[config.mk]
export PLATFORM = sky130hd
export DESIGN_NAME = ea_sequencer
export DESIGN_NICKNAME = d
export VERILOG_FILES = /design/src/rtl/ea_seq_pkg.sv /design/src/rtl/ea_zp_ptr.sv /design/src/rtl/ea_idx_add.sv /design/src/rtl/ea_sequencer.sv
export SDC_FILE = /design/constraint.sdc
export NUM_CORES = 1
export LEC_CHECK = 0
export ABC_AREA = 0
export BUFFER_PORTS_ARGS = -buffer_cell sky130_fd_sc_hd__buf_2
export CAP_MARGIN = 20
export CORE_ASPECT_RATIO = 1.75
export CORE_MARGIN = 2
export CORE_UTILIZATION = 57
export CTS_BUF_LIST = sky130_fd_sc_hd__clkbuf_8 sky130_fd_sc_hd__clkbuf_16
export DETAILED_ROUTE_END_ITERATION = 8
export PLACE_DENSITY = 0.93
export SETUP_SLACK_MARGIN = 0.05
export SLEW_MARGIN = 15
export SYNTH_ARGS = -nofsm -noshare
export SYNTH_HDL_FRONTEND = slang
export SYNTH_SLANG_ARGS = --single-unit
[constraint.sdc]
create_clock -name clk -period 3.86 [get_ports clk]
set_clock_uncertainty 0.05 [all_clocks]
set_input_delay 0 -clock clk [delete_from_list [all_inputs] [get_ports clk]]
set_output_delay 0 -clock clk [all_outputs]
set_load 0.01 [all_outputs]
[src/rtl/ea_seq_pkg.sv]
package ea_seq_pkg;

  typedef enum logic [2:0] {
    AM_IMM = 3'd0,
    AM_ZP  = 3'd1,
    AM_ZPX = 3'd2,
    AM_ABS = 3'd3,
    AM_ABY = 3'd4,
    AM_IZX = 3'd5,
    AM_IZY = 3'd6,
    AM_RSV = 3'd7
  } amode_e;

  typedef enum logic [2:0] {
    ST_IDLE,
    ST_OPND,
    ST_ABSHI,
    ST_PTRLO,
    ST_PTRHI,
    ST_HOLD
  } seq_st_e;

  function automatic amode_e norm_mode(input logic [2:0] code);
    amode_e m;
    m = amode_e'(code);
    return (m == AM_RSV) ? AM_IMM : m;
  endfunction

  function automatic logic uses_x(input amode_e m);
    return (m == AM_ZPX) || (m == AM_IZX);
  endfunction

  function automatic logic uses_y(input amode_e m);
    return (m == AM_ABY) || (m == AM_IZY);
  endfunction

  function automatic logic two_byte_opnd(input amode_e m);
    return (m == AM_ABS) || (m == AM_ABY);
  endfunction

  function automatic int unsigned base_cycles(input amode_e m);
    case (m)
      AM_ZP:          return 3;
      AM_ZPX, AM_ABS,
      AM_ABY:         return 4;
      AM_IZY:         return 5;
      AM_IZX:         return 6;
      default:        return 2;
    endcase
  endfunction

endpackage

[src/rtl/ea_zp_ptr.sv]
module ea_zp_ptr #(
  parameter int DW = 8
) (
  input  logic [DW-1:0] base,
  input  logic [DW-1:0] idx,
  output logic [DW-1:0] ptr,
  output logic [DW-1:0] ptr_next
);
  // Both results stay inside page zero: the carry out of the byte is dropped.
  assign ptr      = base + idx;
  assign ptr_next = base + idx + DW'(1);
endmodule

[src/rtl/ea_idx_add.sv]
module ea_idx_add #(
  parameter int DW = 8
) (
  input  logic [2*DW-1:0] base,
  input  logic [DW-1:0]   idx,
  output logic [2*DW-1:0] sum,
  output logic            crossed
);
  localparam int AW = 2 * DW;

  assign sum     = base + AW'(idx);
  assign crossed = (sum[AW-1:DW] != base[AW-1:DW]);
endmodule

[src/rtl/ea_sequencer.sv]
module ea_sequencer
  import ea_seq_pkg::*;
#(
  parameter int DW = 8,
  parameter int CW = 4
) (
  input  logic            clk,
  input  logic            rst,
  input  logic            req_valid,
  output logic            req_ready,
  input  logic [2:0]      req_mode,
  input  logic [2*DW-1:0] req_pc,
  input  logic [DW-1:0]   req_x,
  input  logic [DW-1:0]   req_y,
  output logic            mem_rd,
  output logic [2*DW-1:0] mem_addr,
  input  logic [DW-1:0]   mem_rdata,
  output logic            res_valid,
  output logic [2*DW-1:0] res_addr,
  output logic [2*DW-1:0] res_pc,
  output logic [CW-1:0]   res_cycles
);
  localparam int AW = 2 * DW;
  localparam logic [DW-1:0] PAGE0 = '0;

  seq_st_e          st, nxt;
  amode_e           mode_q, md;
  logic [AW-1:0]    pc_q, npc_q, ea_q;
  logic [DW-1:0]    idx_q, lo_q, ptr_q;
  logic [CW-1:0]    cnt_q, target_q;
  logic             accept, finish;

  logic [DW-1:0]    zp_ptr, zp_unused, ptr_inc, ptr_unused;
  logic [AW-1:0]    ix_sum;
  logic             ix_cross;

  assign md        = norm_mode(req_mode);
  assign req_ready = (st == ST_IDLE);
  assign accept    = req_valid && req_ready;
  assign finish    = (st == ST_HOLD) && (cnt_q == target_q);

  // Page-zero pointer from the operand byte as it arrives.
  ea_zp_ptr #(.DW(DW)) u_zp (
    .base     (mem_rdata),
    .idx      (uses_x(mode_q) ? idx_q : PAGE0),
    .ptr      (zp_ptr),
    .ptr_next (zp_unused)
  );

  // Successor of the stored pointer, wrapping inside page zero.
  ea_zp_ptr #(.DW(DW)) u_zp_inc (
    .base     (ptr_q),
    .idx      (PAGE0),
    .ptr      (ptr_unused),
    .ptr_next (ptr_inc)
  );

  // Final 16-bit address: {high byte arriving now, stored low} plus Y.
  ea_idx_add #(.DW(DW)) u_ix (
    .base    ({mem_rdata, lo_q}),
    .idx     (uses_y(mode_q) ? idx_q : PAGE0),
    .sum     (ix_sum),
    .crossed (ix_cross)
  );

  always_comb begin
    nxt      = st;
    mem_rd   = 1'b0;
    mem_addr = '0;
    case (st)
      ST_IDLE: begin
        if (req_valid) begin
          mem_rd   = (md != AM_IMM);
          mem_addr = req_pc + AW'(1);
          nxt      = (md == AM_IMM) ? ST_HOLD : ST_OPND;
        end
      end
      ST_OPND: begin
        case (mode_q)
          AM_ABS, AM_ABY: begin
            mem_rd   = 1'b1;
            mem_addr = pc_q + AW'(2);
            nxt      = ST_ABSHI;
          end
          AM_IZX, AM_IZY: begin
            mem_rd   = 1'b1;
            mem_addr = {PAGE0, zp_ptr};
            nxt      = ST_PTRLO;
          end
          default: nxt = ST_HOLD;
        endcase
      end
      ST_ABSHI: nxt = ST_HOLD;
      ST_PTRLO: begin
        mem_rd   = 1'b1;
        mem_addr = {PAGE0, ptr_inc};
        nxt      = ST_PTRHI;
      end
      ST_PTRHI: nxt = ST_HOLD;
      ST_HOLD:  if (finish) nxt = ST_IDLE;
      default:  nxt = ST_IDLE;
    endcase
  end

  always_ff @(posedge clk) begin
    if (rst) begin
      st       <= ST_IDLE;
      mode_q   <= AM_IMM;
      pc_q     <= '0;
      npc_q    <= '0;
      ea_q     <= '0;
      idx_q    <= '0;
      lo_q     <= '0;
      ptr_q    <= '0;
      cnt_q    <= '0;
      target_q <= '0;
    end else begin
      st <= nxt;
      case (st)
        ST_IDLE: begin
          if (accept) begin
            mode_q <= md;
            pc_q   <= req_pc;
            idx_q  <= uses_x(md) ? req_x : (uses_y(md) ? req_y : PAGE0);
            npc_q  <= req_pc + (two_byte_opnd(md) ? AW'(3) : AW'(2));
            cnt_q  <= CW'(2);
            if (md == AM_IMM) begin
              ea_q     <= req_pc + AW'(1);
              target_q <= CW'(2);
            end
          end
        end
        ST_OPND: begin
          cnt_q <= cnt_q + CW'(1);
          lo_q  <= mem_rdata;
          ptr_q <= zp_ptr;
          if ((mode_q == AM_ZP) || (mode_q == AM_ZPX)) begin
            ea_q     <= {PAGE0, zp_ptr};
            target_q <= CW'(base_cycles(mode_q));
          end
        end
        ST_PTRLO: begin
          cnt_q <= cnt_q + CW'(1);
          lo_q  <= mem_rdata;
        end
        ST_ABSHI, ST_PTRHI: begin
          cnt_q    <= cnt_q + CW'(1);
          ea_q     <= ix_sum;
          target_q <= CW'(base_cycles(mode_q)) + CW'(ix_cross);
        end
        ST_HOLD: begin
          cnt_q <= finish ? '0 : cnt_q + CW'(1);
        end
        default: cnt_q <= '0;
      endcase
    end
  end

  assign res_valid  = finish;
  assign res_addr   = ea_q;
  assign res_pc     = npc_q;
  assign res_cycles = target_q;

endmodule

==> results.py <==
metrics = {
    "power": {
        "peakVddDrop_mv": 0.334,
        "powerDensity_mw_per_mm2": 417,
        "p_clk_frac": 0.306,
        "finalPower_mw": 2.87,
        "p_leak_nw": 2.73,
        "comb_power_share": 0.302,
        "seqPwrFrac": 0.392,
        "swShare": 0.354,
        "netSwitchingPower_mw": 1.02,
        "internal_power_mw": 1.86,
    },
    "routing": {
        "wl_um": 19100,
        "vias_per_cell": 6.42,
        "drtIter0Drc": 527,
        "ant_nets": 0,
        "avgRoutedWirePerCell_um": 19.3,
        "first_pass_iters": 6,
        "drc_errors": 0,
        "via_count": 6363,
    },
    "sta": {
        "final-setup-viol-count": 0,
        "slew_headroom": 0.269,
        "grt_setup_unrepaired": "no",
        "fin_crit_ns": 3.50,
        "finalHoldWorstSlack_ns": 0.0357,
        "maxSlewViolCount": 0,
        "fmax_mhz": 286,
        "hold_viol_final": 0,
        "setup_ws_ns": 0.362,
        "setup_tns_ns": 0,
        "fin_crit_sh": 0.906,
        "worst_slew_pin_slew_ns": 1.10,
    },
    "cells_and_area": {
        "fillers": 755,
        "instances_no_fill": 991,
        "final_common_cell": "nand2_1",
        "final_cell_mix": "nand2_1, buf_2, dfxtp_1, a21oi_1, nor2_1",
        "drive_gt1_frac": 0.161,
        "synthToLayoutAreaGrowth_pct": 20.8,
        "seq_area_sq_mm": 0.00172,
        "final_nets": 933,
        "diodes": 0,
        "multiInputGateArea_sq_mm": 0.00373,
    },
    "synth": {
        "ys_seq_area_frac": 0.302,
        "synth_nets": 824,
        "syn_area_per_cell_sq_um": 7.58,
        "synth_seq_cells": 86,
        "synthAdderAreaFrac": 0.0592,
        "ys.warnings.count": 0,
        "ys_types": 63,
        "synthSimpleGateAreaFrac": 0.251,
        "synth_compound_area_frac": 0.240,
        "synthesis.area_sq_mm": 0.00570,
        "synthCells": 753,
        "muxShareOfSynthArea": 0.00570,
        "synthXorXnorAreaFrac": 0.0967,
        "yosys_most_used_dff": "dfxtp_1",
        "ys_async_sr_fraction": 0,
        "synth_edf_count": 0,
        "synth_top_family_by_area": "simple AND/OR/NAND/NOR gates",
    },
    "critical_path": {
        "cp_top_family": "compound AO/OA/AOI/OAI gates",
        "criticalPathCategory": "reg2out",
        "cp-end-kind": "output port",
        "crit_chain": "nor2b_1 > mux2_2 > and2_1 > ha_1 > fa_1 > a211oi_1 > o21bai_1 > a21oi_1 > xnor2_1 > nand2_1 > o221ai_1 > buf_2",
        "slowest_delay_ns": 0.50,
        "reg2reg_depth": 15,
        "cp_num_buf_inv": 1,
        "cp.arrival_ns": 3.45,
        "cp_max_fo": 10,
        "startpoint_type": "flop",
        "r2r_start": "mode_q[2]$_SDFFE_PP0P_",
        "r2r_setup_slack_ns": 0.48,
        "regToRegEndpoint": "res_cycles[2]$_SDFFE_PP0P_",
        "worstPathRequired_ns": 3.81,
        "cpMaxStageDelayCell": "dfxtp_1",
    },
    "die": {
        "core_sq_mm": 0.00979,
        "rows": 48,
        "die_h_um": 136,
        "initial_core_util": 0.583,
        "design.die.area_sq_mm": 0.0109,
        "ios": 101,
        "die_width_um": 79.6,
    },
    "global_route": {
        "grt_pass1_wl_um": 29200,
        "antenna_found_initial": 0,
        "grt_max_degree": 57,
        "grt_usage": 0.352,
        "grt_pass1_vias": 5895,
        "overflow": 0,
    },
    "clock_tree": {
        "cts_tree": "done",
        "path_clk_slew_ns": 0.06,
        "htreeDepth": 3,
        "cts_made_buffers": 9,
        "cts_setup_buffers": 0,
        "cts_root_buf": "clkbuf_16",
        "clk_path_buf_depth": 2,
        "clkLatencyLatePin_ns": 0.35,
        "clock_sinks": 86,
    },
    "placed_design": {
        "port_buffers": 100,
        "gp_congestion": 0.956,
        "place_hpwl_um": 13800,
        "dpl.cell_count": 941,
        "pre_cts_slack_ns": 0.502,
    },
    "hold_path": {
        "hold_path_end": "mode_q[2]$_SDFFE_PP0P_",
        "whs_path_depth": 3,
        "hold_start": "req_mode[2]",
        "hp-class": "in2reg",
    },
    "outcome": {
        "outcome": "complete, no violations",
    },
    "job": {
        "maxCapViolations": 0,
    },
}
-- final cells by class --
cell class / count / share of cell area
Clock buffer: 10 / 0.0347
Multi-Input combinational cell: 606 / 0.541
Timing Repair Buffer: 149 / 0.139
Clock inverter: 5 / 0.00745
Inverter: 10 / 0.00545
Sequential cell: 86 / 0.250
Tap cell: 125 / 0.0227
-- worst reg2reg max path, delay by kind of cell, from the launching register on --
kind	cells	cell delay [ns]
compound gates	6	1.12
fa+ha+maj	3	0.69
buf+inv	2	0.30
flops	1	0.47
simple gates	4	0.67
-- power by group through the flow --
stage               sequential [mW]  clock [mW]  combinational [mW]
floorplan                      1.12           0               0.534
global placement               1.14           0               0.798
detailed placement             1.14           0               0.813
CTS                            1.12       0.876               0.848
finish                         1.13       0.878               0.867
global route                   1.14       0.914               0.944
-- logic make-up (layout without fill, tap and decap cells) --
logic type,count (synthesis),in the layout
muxes,3,3
and+or+nand+nor,301,301
DFF,86,86
xor gates and xnor gates,63,63
adders and majority gates,26,26
buffers and inverters,61,174
AOI/OAI and AO/OA,213,213
-- routing by layer --
metal / up-vias / global-route usage / share of wire
met4: 0 / 0.267 / 0.093
li1: 2924 / - / -
met2: 392 / 0.626 / 0.51
met3: 135 / 0.0611 / 0.064
met1: 2912 / 0.357 / 0.34
met5: - / 0 / 0
-- cell usage after synthesis (all sizes together) (2+ instances only) --
master    n  area share
and2     15       0.016
o21a      8       0.011
clkbuf   30       0.020
a211oi   23       0.030
nor2     64       0.042
a21oi    70       0.061
a22o      8       0.012
buf      21       0.019
o21bai    3      0.0039
ha       23       0.050
nand2b   12       0.013
a31oi     4      0.0044
a311oi   10       0.015
xor2     21       0.032
o22a      2      0.0031
and3      6      0.0079
a221oi   10       0.015
fa        2      0.0070
or3       9       0.011
o21ai    35       0.031
nor3     26       0.024
nor4      5      0.0055
dfxtp    86        0.30
inv       9      0.0059
mux2      2      0.0039
nand2   108       0.071
a21boi    2      0.0026
o211ai    8       0.011
nand3    27       0.026
o221ai    4      0.0061
and4      2      0.0031
a21o      3      0.0039
xnor2    42       0.064
nand4    10       0.011
o22ai    14       0.015
nor2b    11       0.012
-- how the worst max path moves through the flow --
stage,slack [ns],cells after the start,endpoint,start
6_report,0.36,12,mem_addr[6],mode_q[1]$_SDFFE_PP0P_
5_1_grt,0.08,13,res_cycles[1]$_SDFFE_PP0P_,mode_q[2]$_SDFFE_PP0P_
4_1_cts,0.44,12,mem_addr[6],mode_q[1]$_SDFFE_PP0P_
3_5_place_dp,0.50,13,res_cycles[1]$_SDFFE_PP0P_,mode_q[2]$_SDFFE_PP0P_
3_3_place_gp,0.57,15,res_cycles[2]$_SDFFE_PP0P_,mode_q[2]$_SDFFE_PP0P_
2_1_floorplan,0.59,15,res_cycles[1]$_SDFFE_PP0P_,mode_q[2]$_SDFFE_PP0P_
-- flip-flops by register name (all words and copies together) (netlist names) --
name	flops
pc_q	16
res_addr	16
res_pc	16
idx_q	8
lo_q	8
ptr_q	8
cnt_q	4
res_cycles	4
mode_q	3
st	3
-- metrics by stage --
step	util	instance area, sq um
after floorplan	-	5700
after global placement	0.638	6250
final	0.704	6890
after global routing	0.704	6890
after detailed placement	0.638	6250
after CTS	0.704	6890
-- what timing repair did --
action | 4_1_cts | 5_1_grt
resized for setup | 0 | 0
endpoints found under the hold margin | 39 | 0
hold buffers | 35 | 0
No activity file was read; power rests on OpenSTA's default activity.
